<file path="src/rtl/intc_pkg.sv">
package intc_pkg;
  localparam int NUM_SRC   = 6;
  localparam int SRC_IDX_W = 3;
  localparam int VEC_W     = 16;

  typedef logic [NUM_SRC-1:0] src_vec_t;

  typedef enum logic [SRC_IDX_W-1:0] {
    SRC_EXT0 = 3'd0,
    SRC_TMR0 = 3'd1,
    SRC_EXT1 = 3'd2,
    SRC_TMR1 = 3'd3,
    SRC_SER  = 3'd4,
    SRC_TMR2 = 3'd5
  } src_id_e;

  // index of the lowest set bit (lowest index wins)
  function automatic logic [SRC_IDX_W-1:0] lowest_set(input src_vec_t m);
    logic [SRC_IDX_W-1:0] r;
    r = '0;
    for (int i = NUM_SRC - 1; i >= 0; i--) begin
      if (m[i]) r = SRC_IDX_W'(i);
    end
    return r;
  endfunction

  // vector address: base plus index times spacing
  function automatic logic [VEC_W-1:0] vector_of(input logic [SRC_IDX_W-1:0] idx,
                                                 input logic [VEC_W-1:0] base,
                                                 input logic [VEC_W-1:0] step);
    logic [VEC_W-1:0] idx_w;
    idx_w = VEC_W'(idx);
    return base + step * idx_w;
  endfunction
endpackage

</file>
<file path="src/rtl/intc_ext_src.sv">
module intc_ext_src (
  input  logic clk,
  input  logic rst_n,
  input  logic pin_n,
  input  logic edge_mode,
  input  logic clr,
  output logic req
);
  logic pin_q;
  logic flag;
  logic fall;

  assign fall = pin_q & ~pin_n;

  always_ff @(posedge clk) begin
    if (!rst_n) begin
      pin_q <= 1'b1;
      flag  <= 1'b0;
    end else begin
      pin_q <= pin_n;
      flag  <= edge_mode & (fall | (flag & ~clr));
    end
  end

  assign req = edge_mode ? flag : ~pin_n;

  assert_edge_latch_R6: assert property (@(posedge clk) disable iff (!rst_n)
    (edge_mode && fall) |=> flag);
  assert_edge_hold_R6: assert property (@(posedge clk) disable iff (!rst_n)
    (edge_mode && flag && !clr) |=> flag);
  assert_level_nolatch_R7: assert property (@(posedge clk) disable iff (!rst_n)
    !edge_mode |=> !flag);
endmodule

</file>
<file path="src/rtl/intc_tmr_flag.sv">
module intc_tmr_flag (
  input  logic clk,
  input  logic rst_n,
  input  logic ovf,
  input  logic clr,
  output logic req
);
  logic flag;

  always_ff @(posedge clk) begin
    if (!rst_n) flag <= 1'b0;
    else        flag <= ovf | (flag & ~clr);
  end

  assign req = flag;

  assert_ovf_sets_R8: assert property (@(posedge clk) disable iff (!rst_n)
    ovf |=> req);
  assert_ack_clears_R8: assert property (@(posedge clk) disable iff (!rst_n)
    (clr && !ovf) |=> !req);
endmodule

</file>
<file path="src/rtl/intc_arbiter.sv">
module intc_arbiter
  import intc_pkg::*;
#(
  parameter logic [VEC_W-1:0] VEC_BASE = 16'h0003,
  parameter logic [VEC_W-1:0] VEC_STEP = 16'h0008
) (
  input  logic             clk,
  input  logic             rst_n,
  input  src_vec_t         src_req,
  input  logic             en_wr,
  input  logic [7:0]       en_wdata,
  input  logic             irq_ack,
  input  logic             irq_reti,
  output logic             irq_req,
  output logic [VEC_W-1:0] irq_vector,
  output src_vec_t         src_clr
);
  localparam int GLOBAL_BIT = 7;

  logic                 en_global;
  src_vec_t             en_src;
  logic                 in_service;
  src_vec_t             armed;
  src_vec_t             grant;
  logic [SRC_IDX_W-1:0] sel_idx;
  logic                 any_armed;
  logic                 take;
  logic                 unused_reserved;

  assign unused_reserved = en_wdata[6];

  always_ff @(posedge clk) begin
    if (!rst_n) begin
      en_global <= 1'b0;
      en_src    <= '0;
    end else if (en_wr) begin
      en_global <= en_wdata[GLOBAL_BIT];
      en_src    <= en_wdata[NUM_SRC-1:0];
    end
  end

  assign armed     = src_req & en_src;
  assign any_armed = |armed;
  assign sel_idx   = lowest_set(armed);
  assign grant     = any_armed ? (src_vec_t'(1) << sel_idx) : '0;
  assign irq_req   = en_global & any_armed & ~in_service;
  assign take      = irq_ack & irq_req;
  assign src_clr   = take ? grant : '0;
  assign irq_vector = irq_req ? vector_of(sel_idx, VEC_BASE, VEC_STEP) : '0;

  always_ff @(posedge clk) begin
    if (!rst_n)        in_service <= 1'b0;
    else if (take)     in_service <= 1'b1;
    else if (irq_reti) in_service <= 1'b0;
  end

  assert_global_gate_R2: assert property (@(posedge clk) disable iff (!rst_n)
    !en_global |-> !irq_req);
  assert_single_grant_R5: assert property (@(posedge clk) disable iff (!rst_n)
    $onehot0(src_clr));
  assert_enter_service_R10: assert property (@(posedge clk) disable iff (!rst_n)
    take |=> (in_service && !irq_req));
  assert_hold_service_R10: assert property (@(posedge clk) disable iff (!rst_n)
    (in_service && !irq_reti) |=> !irq_req);
endmodule

</file>
<file path="src/rtl/intc_vectored.sv">
module intc_vectored
  import intc_pkg::*;
#(
  parameter logic [15:0] VEC_BASE = 16'h0003,
  parameter logic [15:0] VEC_STEP = 16'h0008
) (
  input  logic        clk,
  input  logic        rst_n,
  input  logic [1:0]  ext_pin_n,
  input  logic [1:0]  ext_edge_mode,
  input  logic [2:0]  tmr_ovf,
  input  logic        ser_rx_flag,
  input  logic        ser_tx_flag,
  input  logic        en_wr,
  input  logic [7:0]  en_wdata,
  output logic        irq_req,
  output logic [15:0] irq_vector,
  input  logic        irq_ack,
  input  logic        irq_reti
);
  localparam int NUM_EXT = 2;
  localparam int NUM_TMR = 3;

  localparam int EXT_SLOT [NUM_EXT] = '{int'(SRC_EXT0), int'(SRC_EXT1)};
  localparam int TMR_SLOT [NUM_TMR] = '{int'(SRC_TMR0), int'(SRC_TMR1), int'(SRC_TMR2)};

  src_vec_t src_req;
  src_vec_t src_clr;
  logic     unused_ser_clr;

  for (genvar e = 0; e < NUM_EXT; e++) begin : g_ext
    intc_ext_src u_ext (
      .clk       (clk),
      .rst_n     (rst_n),
      .pin_n     (ext_pin_n[e]),
      .edge_mode (ext_edge_mode[e]),
      .clr       (src_clr[EXT_SLOT[e]]),
      .req       (src_req[EXT_SLOT[e]])
    );
  end

  for (genvar t = 0; t < NUM_TMR; t++) begin : g_tmr
    intc_tmr_flag u_tmr (
      .clk   (clk),
      .rst_n (rst_n),
      .ovf   (tmr_ovf[t]),
      .clr   (src_clr[TMR_SLOT[t]]),
      .req   (src_req[TMR_SLOT[t]])
    );
  end

  // serial request is never cleared here
  assign src_req[SRC_SER] = ser_rx_flag | ser_tx_flag;
  assign unused_ser_clr   = src_clr[SRC_SER];

  intc_arbiter #(
    .VEC_BASE (VEC_BASE),
    .VEC_STEP (VEC_STEP)
  ) u_arb (
    .clk        (clk),
    .rst_n      (rst_n),
    .src_req    (src_req),
    .en_wr      (en_wr),
    .en_wdata   (en_wdata),
    .irq_ack    (irq_ack),
    .irq_reti   (irq_reti),
    .irq_req    (irq_req),
    .irq_vector (irq_vector),
    .src_clr    (src_clr)
  );

  assert_vector_grid_R4: assert property (@(posedge clk) disable iff (!rst_n)
    irq_req |-> (((irq_vector - VEC_BASE) % VEC_STEP) == 16'd0));
  assert_idle_vector_R4: assert property (@(posedge clk) disable iff (!rst_n)
    !irq_req |-> (irq_vector == 16'h0000));
  assert_serial_kept_R9: assert property (@(posedge clk) disable iff (!rst_n)
    (irq_ack && irq_req && ser_rx_flag) |-> src_req[SRC_SER]);
endmodule

</file>
<file path="config.mk">
export PLATFORM = sky130hd
export DESIGN_NAME = intc_vectored
export DESIGN_NICKNAME = d
export VERILOG_FILES = /design/src/rtl/intc_pkg.sv /design/src/rtl/intc_ext_src.sv /design/src/rtl/intc_tmr_flag.sv /design/src/rtl/intc_arbiter.sv /design/src/rtl/intc_vectored.sv
export SDC_FILE = /design/constraint.sdc
export NUM_CORES = 1
export LEC_CHECK = 0
export BUFFER_PORTS_ARGS = -buffer_cell sky130_fd_sc_hd__buf_2
export CORE_MARGIN = 4
export CORE_UTILIZATION = 47
export CTS_BUF_LIST = sky130_fd_sc_hd__clkbuf_4
export CTS_CLUSTER_SIZE = 40
export DETAILED_ROUTE_END_ITERATION = 7
export PLACE_DENSITY = 0.81
export SYNTH_ARGS = -nofsm -noshare
export SYNTH_HDL_FRONTEND = slang
export SYNTH_SLANG_ARGS = --single-unit
</file>
<file path="constraint.sdc">
create_clock -name clk -period 1.6 [get_ports clk]
set_input_delay 0.16 -clock clk [delete_from_list [all_inputs] [get_ports clk]]
set_output_delay 0.16 -clock clk [all_outputs]
set_load 0.02 [all_outputs]
</file>
Word-level counts from Yosys, hierarchy flattened
Cells that the tools add are included.
{"block": "totals", "register_bits": 15, "elab_cells": 54}
{"block": "op_classes", "shift": 1, "reduce_logical": 2, "bitwise": 27, "add_sub_neg": 1, "mux": 13}
{"cell": "2-to-1 mux 3 bit", "n": 6}
{"cell": "2-to-1 mux 16 bit", "n": 1}
{"cell": "AND 1 bit", "n": 12}
{"cell": "2-to-1 mux 6 bit", "n": 2}
{"cell": "inverter 1 bit", "n": 8}
{"cell": "adder 2 x 6 -> 7 bit (first input constant)", "n": 1}
{"cell": "AND 6 bit", "n": 1}
{"cell": "OR 1 bit", "n": 6}
{"cell": "OR reduction 6 bit", "n": 1}
{"cell": "<< shifter 1 x 3 -> 6 bit (first input constant)", "n": 1}
{"cell": "2-to-1 mux 1 bit", "n": 4}
{"cell": "nonzero test 2 bit", "n": 1}

Depth between registers and ports, before layout
Gate-level depths: netlist of the first run.
{"block": "depth", "depth_word": 16, "depth_mapped": 5, "mapped_depth_nobuf": 4}

Cells and area by module
From an unflattened synthesis of the first run, not the netlist that was laid out.
{"block": "unflattened", "hier_cells": 95, "hier_area_um2": 878.3}
{"module": "intc_arbiter", "area_each_um2": 573.0, "cells_each": 67, "seq_area_each_um2": 160.2, "n_inst": 1}
{"module": "intc_ext_src", "area_each_um2": 87.6, "cells_each": 9, "seq_area_each_um2": 40.0, "n_inst": 2}
{"module": "intc_tmr_flag", "area_each_um2": 41.3, "cells_each": 3, "seq_area_each_um2": 20.0, "n_inst": 3}
{"module": "intc_vectored", "area_each_um2": 6.3, "cells_each": 1, "seq_area_each_um2": 0.0, "n_inst": 1}

Worst setup path after synthesis of the first run
No wires, ideal clock.
{"block": "synth_path", "path_kind": "flip-flop to output port", "from": "reg g_ext[0].u_ext.flag", "to": "out irq_vector[3]", "path_buffers": 0, "required_ps": 1440, "path_slack_ps": -242, "path_stages_with_launch": 5, "arrival_ps": 1682, "cell_sequence": "dfxtp_1 -> and2b_1 -> o31a_1 -> and4_1 -> nor4b_1"}
{"block": "synth_between", "elab_chain_cells": 6, "elab_cells_between_ends": 8}
{"item": "from (decl)", "line_no": "intc_ext_src.sv:10", "source": "logic flag;"}
{"item": "from (signal assigned)", "line_no": "intc_ext_src.sv:21", "source": "flag <= edge_mode & (fall | (flag & ~clr));"}
{"item": "2-to-1 mux 1 bit (*)", "line_no": "intc_ext_src.sv:25", "source": "assign req = edge_mode ? flag : ~pin_n;"}
{"item": "AND 6 bit (*)", "line_no": "intc_arbiter.sv:42", "source": "assign armed = src_req & en_src;"}
{"item": "parallel branches: the longest is 3 deep, another holds adder 2 x 6 -> 7 bit"}
{"item": "2-to-1 mux 16 bit (*)", "line_no": "intc_arbiter.sv:49", "source": "assign irq_vector = irq_req ? vector_of(sel_idx, VEC_BASE, VEC_STEP) : '0;"}
{"item": "to (decl)", "line_no": "intc_vectored.sv:17", "source": "output logic [15:0] irq_vector,"}
Mark *: on every way between the ends.

Final worst setup path of the first run
{"block": "layout_path", "from": "reg g_ext[0].u_ext.flag", "to": "out irq_vector[5]"}
The elaborated chain is that of the path after synthesis.

==> metrics.md, run 1 <==
| Metric | Value |
|---|---|
| Status | finished with violations |
| Failing checks | negative setup slack |
| Unrepaired setup endpoints after global routing | yes |
| Vias post-DR | 703 |
| Post-layout minimum cycle time | 1.77 ns |
| Proportion of total power due to net switching | 27.9% |
| Leakage power of the design | 0.456 nW |
| Synthesis-to-layout area growth | 22.7% |
| Maximum fanout along the worst path | 2 |
| Number of standard cells after synthesis | 92 |
| Register bit count reported by yosys | 15 |
| WL per Instance | 12.5 um |
| Critical path start-end classification | flop to output port |
| Count of antenna diodes in the layout | 0 |
| Critical path arrival | 1.61 ns |
| DRC marker count from the first detailed-route iteration | 5 |
| Maximum frequency from static timing analysis | between 0.5 and 0.6 GHz |
| Number of I/O pins | 39 |
| Count of flip-flops with a built-in enable after synthesis | 0 |
| Final Net Count | 143 |
| Maximum VDD drop | 493 uV |
| End-of-flow core utilization | 64.4% |
| Combinational power share | 20.3% |
| DP Worst Slack | 0.0427 ns |
| Final worst setup slack | -0.174 ns |
| Port Buffer Count | 26 |
| Clock buffers created by TritonCTS | 3 |
| Most frequently used flop master after synthesis | sky130_fd_sc_hd__dfxtp_1 |
| DIE WIDTH | 50.0 um |
| Antenna violation net count after detailed routing | 0 |
| Pin count of the biggest net entering global routing | 16 |
| Std cell rows | 14 |
| Insertion delay of the later-clocked pin in the worst-skew pair | 0.28 ns |
| Worst endpoint required time | 1.44 ns |
| Count leader, synth | sky130_fd_sc_hd__dfxtp_1 |
| Floorplan die height | 50.0 um |
| Area share of the largest cell type after synthesis | 36.3% |
| Power Dens Cells | around 790 nW/um^2 |
| Total of warnings raised by yosys | 0 |
| Initial antenna violation count | 0 |
| Capturing element type of the critical path | output port |
| Area enclosed by the die boundary | 2500 sq um |
| Total wirelength of the detailed-routed design | 1.70 mm |
| Relative contribution of sequential cells to total power | 50.8% |
| Tcrit/Tclk final | 111% |
| Path type of the worst min-delay path | input port to flop |
| Area leader, netlist | sky130_fd_sc_hd__dfxtp_1 |
| Worst clock skew | 0.00330 ns |
| Number of unique standard cell types used by synthesis | 31 |
| Total Power | 0.000806 W |
| Clk Tree Root Cell | sky130_fd_sc_hd__clkbuf_4 |
| Global route total overflow | 0 |
| DR DRC count | 0 |
| Final hold violation count | 0 |
| Detailed placement HPWL | 1.30 mm |
| Clock transition at the registers of the reported paths | 0.08 ns |
| Ratio of cells with drive above 1 in the final layout | between 30% and 40% |
| Vias in the first global route | 666 |
| Mean instance size in the synthesized netlist | 9.00 sq um |
| Internal power contribution | slightly below 0.0006 W |
| Initial DRT Pass Iterations | 3 |
| Psw | 0.000225 W |
| Top cells by area, synth | sky130_fd_sc_hd__dfxtp_1 (36%), sky130_fd_sc_hd__buf_4 (12%), sky130_fd_sc_hd__mux2i_1 (8.5%) |
| Num Clock Sinks | 15 |
| TritonCTS clock tree | built |
| Setup violations, final | 5 |
| Maximum buffer depth of the clock tree | 2 |
| Core outline area | 1580 sq um |
| Detail-routed via count per cell | 5.17 |
| Clk network pwr share | 28.9% |
| Total Routing Usage GR | 14.9% |
| Global-route wire length before repair | around 2.9 mm |
| Gp weighted congestion | 0.819 |
| Startpoint types | flop |
| Number of max-cap violations | 0 |
| H-tree levels | 1 |
| Post-synthesis cell area | 828 sq um |
| Commonest cells in the synthesized netlist | sky130_fd_sc_hd__dfxtp_1 (15), sky130_fd_sc_hd__buf_4 (13), sky130_fd_sc_hd__nor2b_1 (8) |
| FFs w/ async S/R, synth | 0% |
| Pins over their slew limit | 0 |
| Starting Density | 52.5% |
| Sequential-to-total area share from yosys stat | 36.3% |
## sequential cells by signal (all words and copies together), names as in the netlist
register           cells
u_arb.en_global        1
g_ext.u_ext.flag       2
u_arb.in_service       1
g_tmr.u_tmr.req        3
g_ext.u_ext.pin_q      2
u_arb.en_src           6
## power groups by stage
stage | combinational (W) | sequential, W | clock, W
after floorplan | 0.000125 | 0.000412 | 0
after global placement | 0.000141 | 0.000416 | 0
after detailed placement | 0.000145 | 0.000417 | 0
after CTS | 0.000160 | 0.000408 | 0.000242
after global routing | 0.000181 | 0.000412 | 0.000255
final | 0.000164 | 0.000409 | 0.000233
## cells by family (layout without fill, tap and decap cells)
| logic type | count (synthesis) | count (layout) | share of synthesized area, % |
|---|---|---|---|
| AND/OR/NAND/NOR | 33 | 33 | 24.6 |
| AO/OA/AOI/OAI | 19 | 19 | 16.6 |
| buffers and inverters | 17 | 35 | 13.6 |
| flip-flops | 15 | 15 | 36.3 |
| multiplexers | 7 | 7 | 8.46 |
| other | 1 | 11 | 0.453 |
## placed cells by master, fill, tap and decap left out, types with 2 or more instances in the layout
cell | netlist | routed
sky130_fd_sc_hd__buf_2 | 0 | 22
sky130_fd_sc_hd__dfxtp_1 | 15 | 14
sky130_fd_sc_hd__conb_1 | 1 | 11
sky130_fd_sc_hd__nor2b_1 | 8 | 8
sky130_fd_sc_hd__nand2b_1 | 7 | 7
sky130_fd_sc_hd__mux2i_1 | 7 | 7
sky130_fd_sc_hd__buf_4 | 13 | 6
sky130_fd_sc_hd__nand2_1 | 5 | 5
sky130_fd_sc_hd__clkbuf_4 | 0 | 4
sky130_fd_sc_hd__a21oi_1 | 3 | 3
sky130_fd_sc_hd__o21ai_0 | 3 | 3
sky130_fd_sc_hd__nor2_1 | 3 | 2
sky130_fd_sc_hd__o31ai_1 | 3 | 2
## worst max-delay path, cell delays in order, from the launching register on
cell,delay [ns]
sky130_fd_sc_hd__dfxtp_2,0.33
sky130_fd_sc_hd__and2b_1,0.18
sky130_fd_sc_hd__o31a_1,0.26
sky130_fd_sc_hd__buf_4,0.14
sky130_fd_sc_hd__and4_1,0.15
sky130_fd_sc_hd__nor2b_1,0.12
sky130_fd_sc_hd__buf_2,0.16
## timing repair
action	CTS	global route
hold endpoints to repair	0	0
gates cloned	0	0
hold buffers	0	0
resized for setup	8	4
endpoints found under the setup margin	6	7
setup buffers	2	0
pin swaps	2	2
## stage by stage
stage               std cells  hold WS, ns  TNS (ns)  area, sq um
floorplan                 102        0.233         0          875
global placement          130        0.364         0          927
detailed placement        130        0.371         0          927
CTS                       136       0.0731    -0.886         1000
global route              136       0.0827     -1.01         1020
finish                    136       0.0748    -0.565         1020
## routing by layer
metal	vias to the layer above	GRT usage (%)	part of all wire [%]
met3	4	5.42	6.9
met1	319	17.7	43
met2	24	24.8	50
met5	-	0	0
met4	0	4.15	0.76
li1	356	-	-
## final cells by class
| cell class | count | area [sq um] |
|---|---|---|
| Fill cell | 148 | 561 |
| Clock buffer | 4 | 30.0 |
| Sequential cell | 15 | 302 |
| Inverter | 2 | 7.51 |
| Timing Repair Buffer | 29 | 166 |
| Tap cell | 16 | 20.0 |
| Multi-Input combinational cell | 70 | 490 |
## final timing paths
path              cells after the start  slack (ns)                    to                  from
setup / recovery                      6       -0.17         irq_vector[5]   g_ext[0].u_ext.flag
hold / removal                        2        0.07  g_ext[0].u_ext.pin_q          ext_pin_n[0]
setup reg to reg                      5        0.07    g_tmr[0].u_tmr.req   g_ext[0].u_ext.flag
hold reg to reg                       2        0.45   g_ext[1].u_ext.flag  g_ext[1].u_ext.pin_q
Note: power is estimated with default switching activity, not from simulation.
==> inputs of run 2 (changes only) <==
CORE_UTILIZATION = 40   (was 47)
PLACE_DENSITY = 0.73   (was 0.81)
clock period = 1.51 ns   (was 1.6 ns; I/O delays follow)
==> run 2 against run 1 <==
  * The run still ends with negative setup slack left
  * Combinational power rose by 21%
  * Total power rose by 8.9%
  * Setup slack got worse by 0.12 ns
  * Final cell count rose by 10%
  * Design area rose by 7.1%
  * Sequential power rose by 5.9%
  * Count of clock-buffer cells in the layout did not move
  * Clock skew rose by 0.0047 ns
  * Via count rose by 4.0%
  * Utilization fell by 9.0 points
  * Clock power rose by 6%
  * Sequential cell count did not move
  * Critical path type unchanged
  * Critical endpoint is now irq_vector[3]
  * Highest routed layer unchanged
==> metrics.md, run 2 (synthesis results as in run 1) <==
| Metric | Value |
|---|---|
| WHS | 0.0715 ns |
| Reg area | 302 sq um |
| Synthesis-to-layout area growth | 31.4% |
| Num Clock Sinks | 15 |
| Area taken by multi-input logic gates | 513 sq um |
| Global-route wire length before repair | 2.84 mm |
| Initial DRT Pass Iterations | 3 |
| Leakage power of the design | roughly 0.48 nW |
| DIE WIDTH | ~54 um |
| Maximum buffer depth of the clock tree | 2 |
| Status | finished with violations |
| Final hold violation count | 0 |
| Antenna violation net count after detailed routing | 0 |
| Pin count of the biggest net entering global routing | 16 |
| Largest register by flop count | u_arb.en_src |
| DR DRC count | 0 |
| Worst clock skew | between 0.008 and 0.009 ns |
| Power Dens Cells | 806 nW/um^2 |
| Maximum fanout along the worst path | 3 |
| Most frequent cells in the layout | sky130_fd_sc_hd__buf_2 (21), sky130_fd_sc_hd__dfxtp_1 (14), sky130_fd_sc_hd__conb_1 (11), sky130_fd_sc_hd__nor2b_1 (8) |
| Clk network pwr share | 28.2% |
| Setup violations, final | 7 |
| Post-layout minimum cycle time | approximately 1.8 ns |
| Combinational power share | between 20 and 25% |
| Gp weighted congestion | around 0.75 |
| Std cell rows | 16 |
| Failing checks | negative setup slack |
| Vias post-DR | 731 |
| Critical path start-end classification | flop to output port |
| H-tree levels | 1 |
| Detail-routed via count per cell | 4.87 |
| Ratio of cells with drive above 1 in the final layout | 36.6% |
| Highest metal layer with signal wires | met4 |
| Initial antenna violation count | 0 |
| Number of max-cap violations | 0 |
| Max reg flops | 6 |
| DP Worst Slack | -0.0523 ns |
| Internal power contribution | 0.000630 W |
| Psw | 0.000248 W |
| Clock buffers created by TritonCTS | 3 |
| Vias in the first global route | between 600 and 700 |
| Total wirelength of the detailed-routed design | 1.80 mm |
| Leading cell type in the layout, fill and taps excluded | sky130_fd_sc_hd__buf_2 |
| Area enclosed by the die boundary | around 2900 sq um |
| TritonCTS clock tree | built |
| Clk Tree Root Cell | sky130_fd_sc_hd__clkbuf_4 |
| Floorplan die height | 53.5 um |
| Capturing element type of the critical path | output port |
| Proportion of total power due to net switching | 28.2% |
| Number of I/O pins | 39 |
| Detailed placement HPWL | 1.37 mm |
| Relative contribution of sequential cells to total power | around half |
| Tcrit/Tclk final | 119% |
| Port Buffer Count | 26 |
| DRC marker count from the first detailed-route iteration | 7 |
| Clock transition at the registers of the reported paths | 0.08 ns |
| Insertion delay of the later-clocked pin in the worst-skew pair | 0.29 ns |
| Startpoint types | flop |
| Worst endpoint required time | ~1.4 ns |
| WL per Instance | between 10 and 15 um |
| Unrepaired setup endpoints after global routing | yes |
| Core outline area | ~2000 sq um |
| Critical path arrival | 1.65 ns |
| Maximum VDD drop | 520 uV |
| Pins over their slew limit | 0 |
| Global route total overflow | 0 |
| Starting Density | 42.2% |
| End-of-flow core utilization | 55.5% |
| Routed wl met2 | 934 um |
| Final worst setup slack | -0.290 ns |
| Path type of the worst min-delay path | input port to flop |
| Detailed-routed wire length on met3 | 136 um |
| Final Net Count | 146 |
| Maximum frequency from static timing analysis | ~0.56 GHz |
| Fillcell total | 210 |
| Routed met1 length | 701 um |
| Count of antenna diodes in the layout | 0 |
| Total Routing Usage GR | 13.9% |
## run 2: cell type report
| type | instances | area share [%] |
|---|---|---|
| flip-flops and latches | 15 | 27.7 |
| multi-input cells | 70 | 47.1 |
| well taps | 27 | 3.10 |
| inverters | 2 | 0.690 |
| repair buffers | 32 | 18.6 |
| clock buffers | 4 | 2.76 |
## run 2: timing repair
action / 4_1_cts / 5_1_grt
gates resized for setup: 13 / 4
setup endpoints to repair: 6 / 7
pin swaps: 0 / 3
buffers inserted: 1 / 2
hold buffers: 0 / 0
cloned: 0 / 0
## run 2: worst paths after layout
kind	startpoint	to	slack (ns)	depth (start not counted)
hold reg to reg	g_ext[0].u_ext.pin_q	g_ext[0].u_ext.flag	0.45	2
setup reg to reg	g_ext[0].u_ext.flag	g_tmr[0].u_tmr.req	-0.06	5
setup / recovery	g_ext[0].u_ext.flag	irq_vector[3]	-0.29	5
hold / removal	ext_pin_n[0]	g_ext[0].u_ext.pin_q	0.07	2
## run 2: per-stage QoR
stage	instance area (sq um)	setup TNS, ns	std cells	power [W]
floorplan	888	0	102	0.000576
global placement	977	-0.0647	144	0.000606
detailed placement	977	-0.203	144	0.000611
CTS	1060	-1.41	149	0.000881
global route	1090	-1.95	150	0.000926
finish	1090	-1.46	150	0.000878
## run 2: power by group through the flow
stage / clock network [W] / registers, W / logic (W)
after floorplan: 0 / 0.000437 / 0.000139
after global placement: 0 / 0.000440 / 0.000166
after detailed placement: 0 / 0.000441 / 0.000170
after CTS: 0.000258 / 0.000432 / 0.000191
after global routing: 0.000273 / 0.000436 / 0.000217
final: 0.000247 / 0.000433 / 0.000198
## run 2: critical path, stage by stage, from the launching register on
cell	delay, ns
sky130_fd_sc_hd__dfxtp_2	0.33
sky130_fd_sc_hd__and2b_1	0.19
sky130_fd_sc_hd__o31a_1	0.27
sky130_fd_sc_hd__and4_4	0.18
sky130_fd_sc_hd__nor4b_4	0.23
sky130_fd_sc_hd__buf_4	0.18
## run 2: layer usage
metal / up-vias / GRT usage (%)
met2: 23 / 24.7
met5: - / 0
met3: 4 / 5.07
li1: 364 / -
met1: 340 / 14.8
met4: 0 / 5.11
==> inputs of run 3 (changes only) <==
SKIP_CTS_REPAIR_TIMING = 1   (was unset)
==> run 3 against run 2 <==
  * The run still ends with negative setup slack left
  * Via count is 2.6% lower
  * Design area is 3.2% lower
  * First-iteration DRC count is 29% lower
  * Sequential cell count stayed put
  * Clock skew is 0.0025 ns higher
  * Worst hold slack better by 0.0011 ns
  * Critical path depth stayed put
  * Register-to-register slack better by 0.10 ns
  * Utilization is 1.8 points lower
  * Fmax is 0.53% lower
  * Critical path type unchanged
==> metrics.md, run 3 (synthesis results as in run 1) <==
| Metric | Value |
|---|---|
| Fin cells | 149 |
| Startpoint types | flop |
| Status | finished with violations |
| Global-route wire length before repair | 2.66 mm |
| Floorplan die height | 53.5 um |
| Total Routing Usage GR | 13.1% |
| Gp weighted congestion | 0.746 |
| Number of logic stages on the critical path including buffering | 5 |
| Leakage power of the design | 0.467 nW |
| Worst endpoint required time | between 1 and 1.5 ns |
| Maximum buffer depth of the clock tree | 2 |
| Buffers & Inverters on Critical Path | 1 |
| Ratio of cells with drive above 1 in the final layout | 33.6% |
| Placed cells | 144 |
| Core outline area | 1960 sq um |
| Failing checks | negative setup slack |
| Pin count of the biggest net entering global routing | 16 |
| H-tree levels | 1 |
| Port Buffer Count | 26 |
| Setup violations, final | 6 |
| Number of I/O pins | 39 |
| Synthesis-to-layout area growth | 27.2% |
| Maximum frequency from static timing analysis | approximately 0.55 GHz |
| Combinational power share | 21.5% |
| Relative contribution of sequential cells to total power | approximately half |
| Internal power contribution | 0.000625 W |
| Detailed placement HPWL | roughly 1.4 mm |
| DIE WIDTH | 53.5 um |
| Clk network pwr share | around 29% |
| Psw | 0.000241 W |
| Category of cells accounting for the largest share of critical-path delay | simple AND/OR/NAND/NOR gates |
| Initial antenna violation count | 0 |
| Global route total overflow | 0 |
| Initial DRT Pass Iterations | 4 |
| Final hold violation count | 0 |
| Leading cell type in the layout, fill and taps excluded | sky130_fd_sc_hd__buf_2 |
| DRC marker count from the first detailed-route iteration | 5 |
| Maximum fanout along the worst path | 3 |
| Ordered list of cells on the worst path | and2b_1 -> o31a_1 -> and4_4 -> nor4b_4 -> buf_4 |
| TritonCTS clock tree | built |
| Antenna violation net count after detailed routing | 0 |
| Tcrit/Tclk final | 120% |
| Detail-routed via count per cell | 4.78 |
| Critical path arrival | 1.66 ns |
| Clk Tree Root Cell | sky130_fd_sc_hd__clkbuf_4 |
| Maximum VDD drop | 499 uV |
| Least-Margin Pin Slew | roughly 0.56 ns |
| Number of max-cap violations | 0 |
| Starting Density | 42.2% |
| CP peak stage delay | 0.33 ns |
| R2R depth | 4 |
| Insertion delay of the later-clocked pin in the worst-skew pair | 0.29 ns |
| Clock buffers created by TritonCTS | 3 |
| Worst clock skew | 0.0106 ns |
| DR DRC count | 0 |
| Cell with the biggest individual delay on the critical path | sky130_fd_sc_hd__dfxtp_2 |
| Unrepaired setup endpoints after global routing | yes |
| Final worst setup slack | -0.300 ns |
| Critical path start-end classification | flop to output port |
| Path type of the worst min-delay path | input port to flop |
| Final Net Count | 145 |
| Worst Hold Path Cells | 2 |
| Num Clock Sinks | 15 |
| Relative max-transition margin | 62.6% |
| Std cell rows | 16 |
| WL per Instance | 11.9 um |
| Final cell area excluding filler cells | 1050 sq um |
| Total Power | 0.000866 W |
| Proportion of total power due to net switching | 27.8% |
| Capturing element type of the critical path | output port |
| Pins over their slew limit | 0 |
| Vias post-DR | 712 |
| Count of antenna diodes in the layout | 0 |
| DP Worst Slack | -0.0523 ns |
| Clock transition at the registers of the reported paths | 0.08 ns |
| Total wirelength of the detailed-routed design | around 1.8 mm |
| Max reg flops | 6 |
| Area post-placement | 977 sq um |
| Most frequent cells in the layout | sky130_fd_sc_hd__buf_2 (21), sky130_fd_sc_hd__dfxtp_1 (14), sky130_fd_sc_hd__conb_1 (11), sky130_fd_sc_hd__nor2b_1 (8) |
| WHS | 0.0725 ns |
| Post-layout minimum cycle time | 1.81 ns |
| Area enclosed by the die boundary | 2860 sq um |
| Largest register by flop count | u_arb.en_src |
| Vias in the first global route | between 600 and 700 |
| Power Dens Cells | 822 nW/um^2 |
[run 3: changes by cell type in the layout (fill, tap and decap cells not counted), sizes merged]
| cell | previous run | this run |
|---|---|---|
| buf | 32 | 31 |
[run 3: power by group through the flow]
stage	clock network [W]	logic, W	registers (W)
after floorplan	0	0.000139	0.000437
after global placement	0	0.000166	0.000440
after detailed placement	0	0.000170	0.000441
after CTS	0.000258	0.000171	0.000432
after global routing	0.000273	0.000206	0.000435
final	0.000247	0.000186	0.000432
[run 3: layer usage]
layer  part of all wire, %  GRT usage (%)  vias to the layer above  wire length, um
met5                     0              0                        -                0
met2                    51           22.0                       23              907
met3                   7.6           5.07                        4              135
met4                   1.6           5.11                        0               29
met1                    40           14.6                      322              700
li1                      -              -                      363                -
[run 3: cell type report]
type / instances / area (sq um)
inverter: 2 / 7.51
multi-input combinational: 70 / 485
clock buffer: 4 / 30.0
sequential: 15 / 302
tap: 27 / 33.8
timing repair buffer: 31 / 195
fill: 216 / 908
[run 3: path summary, 6_finish.rpt]
| kind | start | endpoint | slack [ns] |
|---|---|---|---|
| worst max register to register | g_ext[0].u_ext.flag | g_tmr[0].u_tmr.req | 0.04 |
| worst min-delay path | ext_pin_n[0] | g_ext[0].u_ext.pin_q | 0.07 |
| worst min register to register | g_ext[0].u_ext.pin_q | g_ext[0].u_ext.flag | 0.45 |
| worst max-delay path | g_ext[0].u_ext.flag | irq_vector[3] | -0.30 |
[run 3: through the flow]
stage          utilization [%]  setup TNS [ns]
2_1_floorplan                -               0
3_3_place_gp              49.8         -0.0647
3_5_place_dp              49.8          -0.203
4_1_cts                   51.3           -1.81
5_1_grt                   53.7           -2.05
6_report                  53.7           -1.46
